**src/rtl/cmdq_pkg.sv**
```systemverilog
package cmdq_pkg;
  // Strobes from control to datapath
  typedef struct packed {
    logic wrEn;      // write pushData at the write pointer
    logic peekLoad;  // capture RAM word at peekAddr
    logic peekClear; // drive debug result to zero
  } cmdqStrobe_t;
endpackage

```
**src/rtl/cmdq_ctrl.sv**
```systemverilog
module cmdq_ctrl
  import cmdq_pkg::*;
#(
  parameter int ADDR_W  = 4,
  parameter int CHAN_W  = 4,
  parameter int CHAN_ID = 2
) (
  input  logic              clk,
  input  logic              rstN,
  input  logic              cfgWrite,
  input  logic [ADDR_W-1:0] cfgBase,
  input  logic [ADDR_W-1:0] cfgLimit,
  input  logic              pushValid,
  input  logic              popEn,
  input  logic              peekEn,
  input  logic [CHAN_W-1:0] peekChan,
  output cmdqStrobe_t       strobe,
  output logic [ADDR_W-1:0] rdPtr,
  output logic [ADDR_W-1:0] wrPtr,
  output logic [ADDR_W-1:0] base,
  output logic [ADDR_W-1:0] limit,
  output logic              empty,
  output logic              full
);
  localparam logic [CHAN_W-1:0] MY_CHAN = CHAN_W'(CHAN_ID);

  function automatic logic [ADDR_W-1:0] stepPtr(input logic [ADDR_W-1:0] p,
                                                input logic [ADDR_W-1:0] b,
                                                input logic [ADDR_W-1:0] l);
    return (p == l) ? b : p + 1'b1;
  endfunction

  logic [ADDR_W-1:0] rdNext, wrNext;
  logic peekHit;

  assign wrNext = stepPtr(wrPtr, base, limit);
  assign rdNext = stepPtr(rdPtr, base, limit);
  assign empty  = (rdPtr == wrPtr);
  assign full   = (wrNext == rdPtr);
  assign peekHit = peekEn && (peekChan == MY_CHAN);

  always_comb begin
    strobe.wrEn      = !cfgWrite && pushValid && !full;
    strobe.peekLoad  = peekHit;
    strobe.peekClear = !peekHit;
  end

  always_ff @(posedge clk) begin
    if (!rstN) begin
      base  <= '0;
      limit <= '1;
      rdPtr <= '0;
      wrPtr <= '0;
    end else if (cfgWrite) begin
      base  <= cfgBase;
      limit <= cfgLimit;
      rdPtr <= cfgBase;
      wrPtr <= cfgBase;
    end else begin
      if (strobe.wrEn) wrPtr <= wrNext;
      if (popEn && !empty) rdPtr <= rdNext;
    end
  end
endmodule

```
**src/rtl/cmdq_data.sv**
```systemverilog
module cmdq_data
  import cmdq_pkg::*;
#(
  parameter int DATA_W = 32,
  parameter int ADDR_W = 4
) (
  input  logic              clk,
  input  logic              rstN,
  input  cmdqStrobe_t       strobe,
  input  logic [ADDR_W-1:0] wrPtr,
  input  logic [ADDR_W-1:0] rdPtr,
  input  logic [DATA_W-1:0] pushData,
  input  logic [ADDR_W-1:0] peekAddr,
  output logic [DATA_W-1:0] popData,
  output logic [DATA_W-1:0] peekData
);
  localparam int DEPTH = 1 << ADDR_W;

  logic [DATA_W-1:0] ram [DEPTH];

  always_ff @(posedge clk) begin
    if (strobe.wrEn) ram[wrPtr] <= pushData;
  end

  assign popData = ram[rdPtr];

  always_ff @(posedge clk) begin
    if (!rstN)                 peekData <= '0;
    else if (strobe.peekLoad)  peekData <= ram[peekAddr];
    else if (strobe.peekClear) peekData <= '0;
  end
endmodule

```
**src/rtl/cmd_ring_fifo.sv**
```systemverilog
module cmd_ring_fifo
  import cmdq_pkg::*;
#(
  parameter int DATA_W  = 32,
  parameter int ADDR_W  = 4,
  parameter int CHAN_W  = 4,
  parameter int CHAN_ID = 2
) (
  input  logic              clk,
  input  logic              rstN,
  input  logic              cfgWrite,
  input  logic [ADDR_W-1:0] cfgBase,
  input  logic [ADDR_W-1:0] cfgLimit,
  input  logic              pushValid,
  input  logic [DATA_W-1:0] pushData,
  output logic              pushReady,
  input  logic              popEn,
  output logic [DATA_W-1:0] popData,
  output logic              empty,
  output logic              full,
  input  logic              peekEn,
  input  logic [CHAN_W-1:0] peekChan,
  input  logic [ADDR_W-1:0] peekAddr,
  output logic [DATA_W-1:0] peekData,
  output logic [ADDR_W-1:0] peekRdPtr,
  output logic [ADDR_W-1:0] peekWrPtr
);
  cmdqStrobe_t       strobe;
  logic [ADDR_W-1:0] curBase, curLimit;

  cmdq_ctrl #(.ADDR_W(ADDR_W), .CHAN_W(CHAN_W), .CHAN_ID(CHAN_ID)) uCtrl (
    .clk(clk), .rstN(rstN), .cfgWrite(cfgWrite), .cfgBase(cfgBase),
    .cfgLimit(cfgLimit), .pushValid(pushValid), .popEn(popEn),
    .peekEn(peekEn), .peekChan(peekChan), .strobe(strobe),
    .rdPtr(peekRdPtr), .wrPtr(peekWrPtr), .base(curBase), .limit(curLimit),
    .empty(empty), .full(full)
  );

  cmdq_data #(.DATA_W(DATA_W), .ADDR_W(ADDR_W)) uData (
    .clk(clk), .rstN(rstN), .strobe(strobe), .wrPtr(peekWrPtr),
    .rdPtr(peekRdPtr), .pushData(pushData), .peekAddr(peekAddr),
    .popData(popData), .peekData(peekData)
  );

  assign pushReady = !full;
endmodule

```
**config.mk**
```make
export PLATFORM = sky130hd
export DESIGN_NAME = cmd_ring_fifo
export DESIGN_NICKNAME = d
export VERILOG_FILES = /design/src/rtl/cmdq_pkg.sv /design/src/rtl/cmdq_ctrl.sv /design/src/rtl/cmdq_data.sv /design/src/rtl/cmd_ring_fifo.sv
export SDC_FILE = /design/constraint.sdc
export NUM_CORES = 1
export LEC_CHECK = 0
export BUFFER_PORTS_ARGS = -buffer_cell sky130_fd_sc_hd__buf_2
export CAP_MARGIN = 0
export CORE_MARGIN = 10
export CORE_UTILIZATION = 40
export CTS_CLUSTER_DIAMETER = 40
export DETAILED_ROUTE_END_ITERATION = 12
export GPL_ROUTABILITY_DRIVEN = 0
export PLACE_DENSITY = 0.59
export SYNTH_ARGS = -nofsm -noshare
export SYNTH_HDL_FRONTEND = slang
export SYNTH_SLANG_ARGS = --single-unit
```
**constraint.sdc**
```tcl
create_clock -name clk -period 13 [get_ports clk]
set_input_delay 2.6 -clock clk [delete_from_list [all_inputs] [get_ports clk]]
set_output_delay 2.6 -clock clk [all_outputs]
set_load 0.01 [all_outputs]
```
# After elaboration in Yosys (flattened, before gate mapping)
# Memory sizes are Yosys's and may differ from the RTL's. A register that Yosys moved wholly into a read port is not among the register bits.
# Cells that the tools add are included.
# classes
eq_ne	5
mux	10
reduce_logical	11
add_sub_neg	2
# op_table
op	n
4-bit two-way mux	8
4-bit == test	4
4-bit by 1-bit adder with 4-bit output (second input constant)	2
4-bit by 2-bit == test with 1-bit output (second input constant)	1
1-bit logical AND	4
1-bit logical NOT	4
2-bit nonzero test	2
1-bit two-way mux	2
2-bit AND reduction	1
# word_totals
elab_cells	33
input_bits	54
n_memories	1
mem_bits_rw	512
output_inout_bits	75
reg_bits	16
# mem_list
memory	depth	width	read_ports	rd_ports_with_merged_regs	wr	line	text
uData.ram	16	32	2	2	1	cmdq_data.sv:19	logic [DATA_W-1:0] ram [DEPTH];

# Longest topological paths before layout
# Gate-level depths: netlist of the first run.
# logic_depth
depth_word	7
ltp_mapped	9
ltp_nobuf	7

# Modules after synthesis
# Synthesis of the first run repeated with hierarchy kept, for this count alone.
# unflattened
hier_cells	1323
area_unflattened_um2	25558.3
# modules_own_cells
mod	area_each_um2	n_inst	seq_area_each_um2	cells_per_inst
cmdq_data	24474.7	1	16015.4	1198
cmdq_ctrl	1079.8	1	320.3	124
cmd_ring_fifo	3.8	1	0.0	1

# Worst setup path before layout of the first run
# OpenSTA, ideal clock, no wires.
# synth_path
kind	in2reg
start	input pushValid
end	memory uData.ram[13][0], enable pin
slack_ns	7.263
path_stages	4
setup_ns	0.461
n_path_buf	1
arrival_ns	5.276
t_required_ns	12.539
path_cell_list	nor2b_1 o41ai_2 buf_4 nor3_1
# synth_between
elab_chain_cells	4
# synth_rtl
element	line	text
start: declaration	cmd_ring_fifo.sv:14	input logic pushValid,
1-bit logical AND (2 in series)	cmdq_ctrl.sv:43	strobe.wrEn = !cfgWrite && pushValid && !full;
1-bit two-way mux	cmdq_data.sv:22	if (strobe.wrEn) ram[wrPtr] <= pushData;
1-bit two-way mux (implied by the code)	cmdq_data.sv:22	
end: declaration	cmdq_data.sv:19	
# Every way passes these cells.

==> results of run 1 <==
[cell type report]
cell class	count	area [µm²]	share of cell area
flip-flops and latches	564	16400	0.556
clock inverters	53	561	0.0190
repair buffers	155	858	0.0291
multi-input cells	467	8280	0.280
clock buffers	110	2330	0.0791
inverters	6	22.5	0.000763
well taps	837	1050	0.0355
[final timing paths]
path / slack (ps) / endpoint / startpoint
min: 480 / uCtrl.base[3]$_SDFFE_PN0P_ / uCtrl.base[3]$_SDFFE_PN0P_
max: 6690 / popData[12] / flop
min reg2reg: 480 / uCtrl.base[3]$_SDFFE_PN0P_ / uCtrl.base[3]$_SDFFE_PN0P_
max reg2reg: 9320 / uData.ram[10][24]$_DFFE_PP_ / uCtrl.wrPtr[3]$_SDFFE_PN0P_
[critical path: stages, from the launching register on]
cell,delay (ps)
dfxtp_4,980
buf_4,930
mux4_2,430
mux4_2,540
buf_2,170
[cell usage after synthesis, drive strengths merged (2+ instances only)]
library cell | n | share of area
ha | 5 | 0.0025
nor3 | 4 | 0.00080
edfxtp | 512 | 0.61
and3 | 10 | 0.0025
mux2i | 12 | 0.0048
a21oi | 7 | 0.0014
clkbuf | 50 | 0.0075
nand2 | 13 | 0.0020
dfxtp | 52 | 0.042
xor2 | 2 | 0.00070
o21ai | 6 | 0.0012
nand2b | 5 | 0.0013
nand4 | 3 | 0.0010
buf | 35 | 0.0061
nand3 | 8 | 0.0016
inv | 6 | 0.00090
nor2 | 6 | 0.00090
mux4 | 320 | 0.29
nor2b | 36 | 0.0090
xnor2 | 17 | 0.0063
[state kept, by name, indices dropped and copies added (netlist names), named ones only]
register and cells:
uCtrl.wrPtr 4, uData.peekData 32, uCtrl.limit 4, uCtrl.base 4, uData.ram 512, uCtrl.rdPtr 4
[cell families (layout without fill, tap and decap cells)]
logic type,count (synthesis),in the layout
compound gates,21,21
xor+xnor,19,19
fa+ha+maj,5,5
buf+inv,91,324
flops,564,564
mux,332,332
simple gates,90,90
[routing by layer]
| metal | global-route usage | share of wire |
|---|---|---|
| met1 | 0.224 | 0.41 |
| met2 | 0.288 | 0.50 |
| met3 | 0.0433 | 0.074 |
| met4 | 0.0537 | 0.021 |
| met5 | 0 | 0.00098 |
[power by group]
group / internal, W / switching [W]
Clock: 0.00140 / 0.000869
Combinational: 0.000193 / 0.000178
Sequential: 0.00200 / 0.0000354
[metrics by stage]
stage / hold WS (ps) / instance area [µm²] / cells / worst slack (ps)
after floorplan: 460 / 25000 / 1122 / 7260
after global placement: 474 / 26600 / 2029 / 7320
after detailed placement: 474 / 26600 / 2029 / 7290
after CTS: 482 / 29500 / 2192 / 6620
after global routing: 529 / 29500 / 2192 / 6480
final: 484 / 29500 / 2192 / 6690
==> run summary, run 1 <==
largest net degree at the start of global routing = 68
Antenna Nets Post-Route = 0
vias = 12,700
Num CTS Buffers = 87
fin util = 0.478
max_slew headroom = 0.323
final clock skew = 24.4 ps
Clk pin slew, worst setup/hold paths = 50 ps
site row count = 91
global-route wire length before repair = 94,300 µm
YS warnings = 0
Worst EP arrival = 3710 ps
max-slew violations = 0
DIE AREA = 72,900 µm²
Ports = 129
fin crit period = 6310 ps
GRT Overall Usage = 0.174
worst-margin pin slew = 1020 ps
Initial Utilization = 0.404
layout cells sized above 1 = 0.475
post-synthesis xor/xnor area fraction = 0.00696
DR DRC count = 0
period utilization = 0.486
total grt overflow = 0
initial antenna violation count = 5
reg2reg path depth = 8
setup bufs post-CTS = 0
WHS Path Cells = 2
total power = 0.00468 W
Synth Area in Compound Gates = 0.00566
Max Clock Freq = 158 MHz
clk buf depth = 3
Syn-to-layout area delta = 18.1%
Synth cell types = 39
CP Launch Type = flop
Top FF cell, synth = edfxtp_1
commonest non-fill, non-tap cell in the layout = edfxtp_1
Synth Area in Adders = 0.00250
PostCTS Resize Cnt = 0
Seq/Total Area, Yosys = 0.657
diodes inserted = 0
worst min-delay path class = reg -> reg
Mapped Avg Cell Area = 22.3 µm²
dpl hpwl = 32,500 µm
WP data required = 10,400 ps
vias per cell = 5.78
H-tree depth = 3
Post-Syn Instances = 1,122
critical path type = reg -> out
Pwr Density = 158 nW/µm²
CP Capture Type = output port
vias in the first global route = 13,900
Die H = 270 µm
drt initial violations = 1,178
leakage power figure = 9.50 nW
port bufs = 128
main combinational cell family by area after synthesis = multiplexers
Peak supply drop = 0.0933 mV
flops & latches, synth = 564
number of synthesized flops with an enable pin = 512
CTS tree = yes
ys async rst share = 0
Mapped Nets = 1,181
post-synthesis mux area share = 0.293
# setup viols final = 0
# fillers = 5,036
final hold viol count = 0
worst skew pair latency = 620 ps
RSZ-0062 raised after global routing = no
commonest non-fill, non-tap cells in the layout = edfxtp_1, mux4_2, buf_2, clkbuf_16, dfxtp_1
root buf cell = clkbuf_16
mapped cell area = 25,000 µm²
Die Span X = 270 µm
final layout net count = 1,340
WL final = 63,500 µm
CTS sink count = 564
Post-Synth Simple-Gate Area = 0.0207
outcome = completed
crit path max fanout = 67
Setup TNS = 0 ps
Pre-antenna DRT Iters = 5
Max-cap violations = 0
mean routed wirelength per cell = 28.9 µm
Hold-fix buffers, CTS = 0
core area = 61,800 µm²
Note: power is estimated with default switching activity, not from simulation.
==> run 2: changes to the inputs <==
--- a/config.mk
+++ b/config.mk
@@ -5,6 +5,7 @@
 export SDC_FILE = /design/constraint.sdc
 export NUM_CORES = 1
 export LEC_CHECK = 0
+export ABC_AREA = 1
 export BUFFER_PORTS_ARGS = -buffer_cell sky130_fd_sc_hd__buf_2
 export CAP_MARGIN = 0
 export CORE_MARGIN = 10
@@ -12,7 +13,7 @@
 export CTS_CLUSTER_DIAMETER = 40
 export DETAILED_ROUTE_END_ITERATION = 12
 export GPL_ROUTABILITY_DRIVEN = 0
-export PLACE_DENSITY = 0.59
+export PLACE_DENSITY = 0.61
 export SYNTH_ARGS = -nofsm -noshare
 export SYNTH_HDL_FRONTEND = slang
 export SYNTH_SLANG_ARGS = --single-unit
==> constraint.sdc (replaced) <==
create_clock -name clk -period 5.8 [get_ports clk]
set_input_delay 1.16 -clock clk [delete_from_list [all_inputs] [get_ports clk]]
set_output_delay 1.16 -clock clk [all_outputs]
set_load 0.01 [all_outputs]
==> run summary, run 2 <==
CP Launch Type = flop
drt initial violations = 2,408 (+100%)
layout cells sized above 1 = 0.127 (-0.348)
initial antenna violation count = 8 (+3)
Syn-to-layout area delta = 16.4%
reg2reg setup slack = 2420 ps (-6900 ps)
cell total after placement = 3,521 (+74%)
worst skew pair latency = 630 ps (about the same)
reg2reg path depth = 13 (+5)
core area = 66,100 µm² (+6.9%)
outcome = completed
max_slew headroom = 0.210 (-0.113)
clk buf depth = 3 (unchanged)
commonest non-fill, non-tap cells in the layout = edfxtp_1, a21oi_1, o21ai_0, nand2_1, inv_1
Post-Syn Instances = 2,699 (+140%)
most frequent cell after synthesis = edfxtp_1
port bufs = 128 (unchanged)
CTS tree = yes
total grt overflow = 0 (unchanged)
global-route wire length before repair = 121,000 µm (+29%)
root buf cell = clkbuf_16
PostCTS Resize Cnt = 0 (unchanged)
site row count = 94 (+3.3%)
final hold viol count = 0 (unchanged)
most frequent cells after synthesis = edfxtp_1, a21oi_1, o21ai_0
Pwr Density = 354 nW/µm² (+120%)
max-slew violations = 0 (unchanged)
crit path max fanout = 77 (+15%)
DIE AREA = 77,700 µm² (+6.5%)
Num CTS Buffers = 82 (-5.7%)
CTS sink count = 564 (unchanged)
worst min-delay path class = reg -> reg
setup bufs post-CTS = 0 (unchanged)
Seq/Total Area, Yosys = 0.613 (-0.0434)
vias = 21,300 (+68%)
Peak supply drop = 0.206 mV (+120%)
vias in the first global route = 19,900 (+43%)
number of synthesized flops with an enable pin = 512 (unchanged)
flops & latches, synth = 564 (unchanged)
Initial Utilization = 0.405 (+0.000606)
vias per cell = 5.78 (+0.11%)
CP Capture Type = output port
Ports = 129 (unchanged)
Post-Layout Cell Count = 3,677 (+68%)
# setup viols final = 0 (unchanged)
period utilization = 0.721
Setup TNS = 0 ps (unchanged)
# fillers = 6,013 (+19%)
FF-to-FF End = uData.ram[12][26]$_DFFE_PP_
Hold-fix buffers, CTS = 0 (unchanged)
final clock skew = 22.2 ps (-2.19 ps)
Worst Hold Launch = uCtrl.base[1]$_SDFFE_PN0P_
H-tree depth = 3 (unchanged)
leakage power figure = 11.4 nW (+20%)
Synth cell types = 32 (-18%)
WP data required = 4640 ps (-5760 ps)
Crit Reg-Reg Startpoint = uCtrl.wrPtr[1]$_SDFFE_PN0P_
Mapped Nets = 2,758 (+130%)
ys async rst share = 0 (unchanged)
Clk pin slew, worst setup/hold paths = 50 ps (about the same)
Worst EP arrival = 3020 ps (-690 ps)
Die Span X = 279 µm (+3.2%)
worst-margin pin slew = 1190 ps (+169 ps)
Max Clock Freq = 239 MHz
share of the synthesized area in the top cell type = 0.574 (-0.0406)
total power = 0.0110 W (+140%)
dpl hpwl = 46,100 µm (+42%)
biggest regs = uData.ram x512, uData.peekData x32
hold endpoint = uCtrl.base[1]$_SDFFE_PN0P_
max reg flops = 512 (unchanged)
RSZ-0062 raised after global routing = no
YS warnings = 0 (unchanged)
Antenna Nets Post-Route = 0 (unchanged)
synth top area cells = edfxtp_1, a21oi_1, o21ai_0
fin crit period = 4180 ps
WHS Path Cells = 2 (unchanged)
mean routed wirelength per cell = 22.2 µm (-23%)
Pre-antenna DRT Iters = 6 (+1)
Die H = 279 µm (+3.2%)
Top FF cell, synth = edfxtp_1
largest reg by FF count = uData.ram
GRT Overall Usage = 0.202 (+0.0274)
critical path type = reg -> out
final layout net count = 2,800 (+110%)
Max-cap violations = 0 (unchanged)
mapped cell area = 26,800 µm² (+7.1%)
WL final = 81,700 µm (+29%)
DR DRC count = 0 (unchanged)
largest net degree at the start of global routing = 195 (+190%)
commonest non-fill, non-tap cell in the layout = edfxtp_1
Mapped Avg Cell Area = 9.92 µm² (-55%)
area leader, netlist = edfxtp_1
run 2: changes by cell type after synthesis, moves of 36 or more:
cell	previous run	this run
a21oi_1	7	416
o21ai_0	5	396
nand2_1	13	336
nand3_1	8	192
clkbuf_1	50	164
inv_1	6	281
mux4_2	320	0
nor2b_1	36	0
o211ai_1	0	143
run 2: cell families (layout without fill, tap and decap cells):
logic type / count (synthesis) / after routing / share of synthesized area
flip-flops: 564 / 564 / 0.613
other: 0 / 2 / 0
AND/OR/NAND/NOR: 564 / 564 / 0.0913
XOR/XNOR: 9 / 9 / 0.00294
buffers and inverters: 508 / 620 / 0.0724
AO/OA/AOI/OAI: 1049 / 1049 / 0.218
adder cells (fa/ha/maj): 5 / 5 / 0.00234
run 2: metrics by stage:
stage | area (µm²) | hold slack, ps | setup WS [ps] | utilization
after global routing | 31200 | 509 | 1470 | 0.471
final | 31200 | 495 | 1620 | 0.472
after global placement | 28200 | 470 | 2260 | 0.427
after detailed placement | 28200 | 485 | 2250 | 0.427
after floorplan | 26800 | 454 | 1550 | -
after CTS | 31200 | 493 | 1570 | 0.471
run 2: final cells by class:
class,count,area (µm²),share of cell area
diodes,2,5.00,0.000161
clock buffers,94,2190,0.0703
clock inverters,60,741,0.0238
inverters,289,1080,0.0348
multi-input cells,1627,8500,0.273
flip-flops and latches,564,16400,0.527
well taps,864,1080,0.0347
repair buffers,177,1140,0.0365
run 2: how the worst max path moves through the flow:
stage                                      startpoint                            to  slack, ps  cells after the start
after floorplan           uCtrl.wrPtr[1]$_SDFFE_PN0P_     uData.ram[3][0]$_DFFE_PP_       1550                     13
after global placement                           flop                    popData[3]       2260                      7
after detailed placement                  peekAddr[0]  uData.peekData[2]$_SDFF_PN0_       2250                      7
after CTS                                        flop                    popData[3]       1570                      7
after global routing                             flop                    popData[3]       1470                      7
final                                            flop                    popData[3]       1620                      7
run 2: layer usage:
layer	wire, µm	GRT usage	up-vias
met5	39	0	-
li1	-	-	9845
met4	2690	0.0914	6
met2	38100	0.322	1084
met1	33500	0.264	10100
met3	7430	0.0385	188
run 2: critical path, cell delays in order, from the launching register on:
cell and delay, ps:
dfxtp_4 880, buf_4 480, a21oi_1 110, o21ai_0 120, nand2_1 70, o221ai_1 270, nand2_1 230, buf_2 210
run 2: report_power, final:
group          internal (W)  switching, W  total [W]
Clock               0.00331       0.00193    0.00524
Combinational      0.000376      0.000877    0.00125
Sequential          0.00448     0.0000669    0.00455
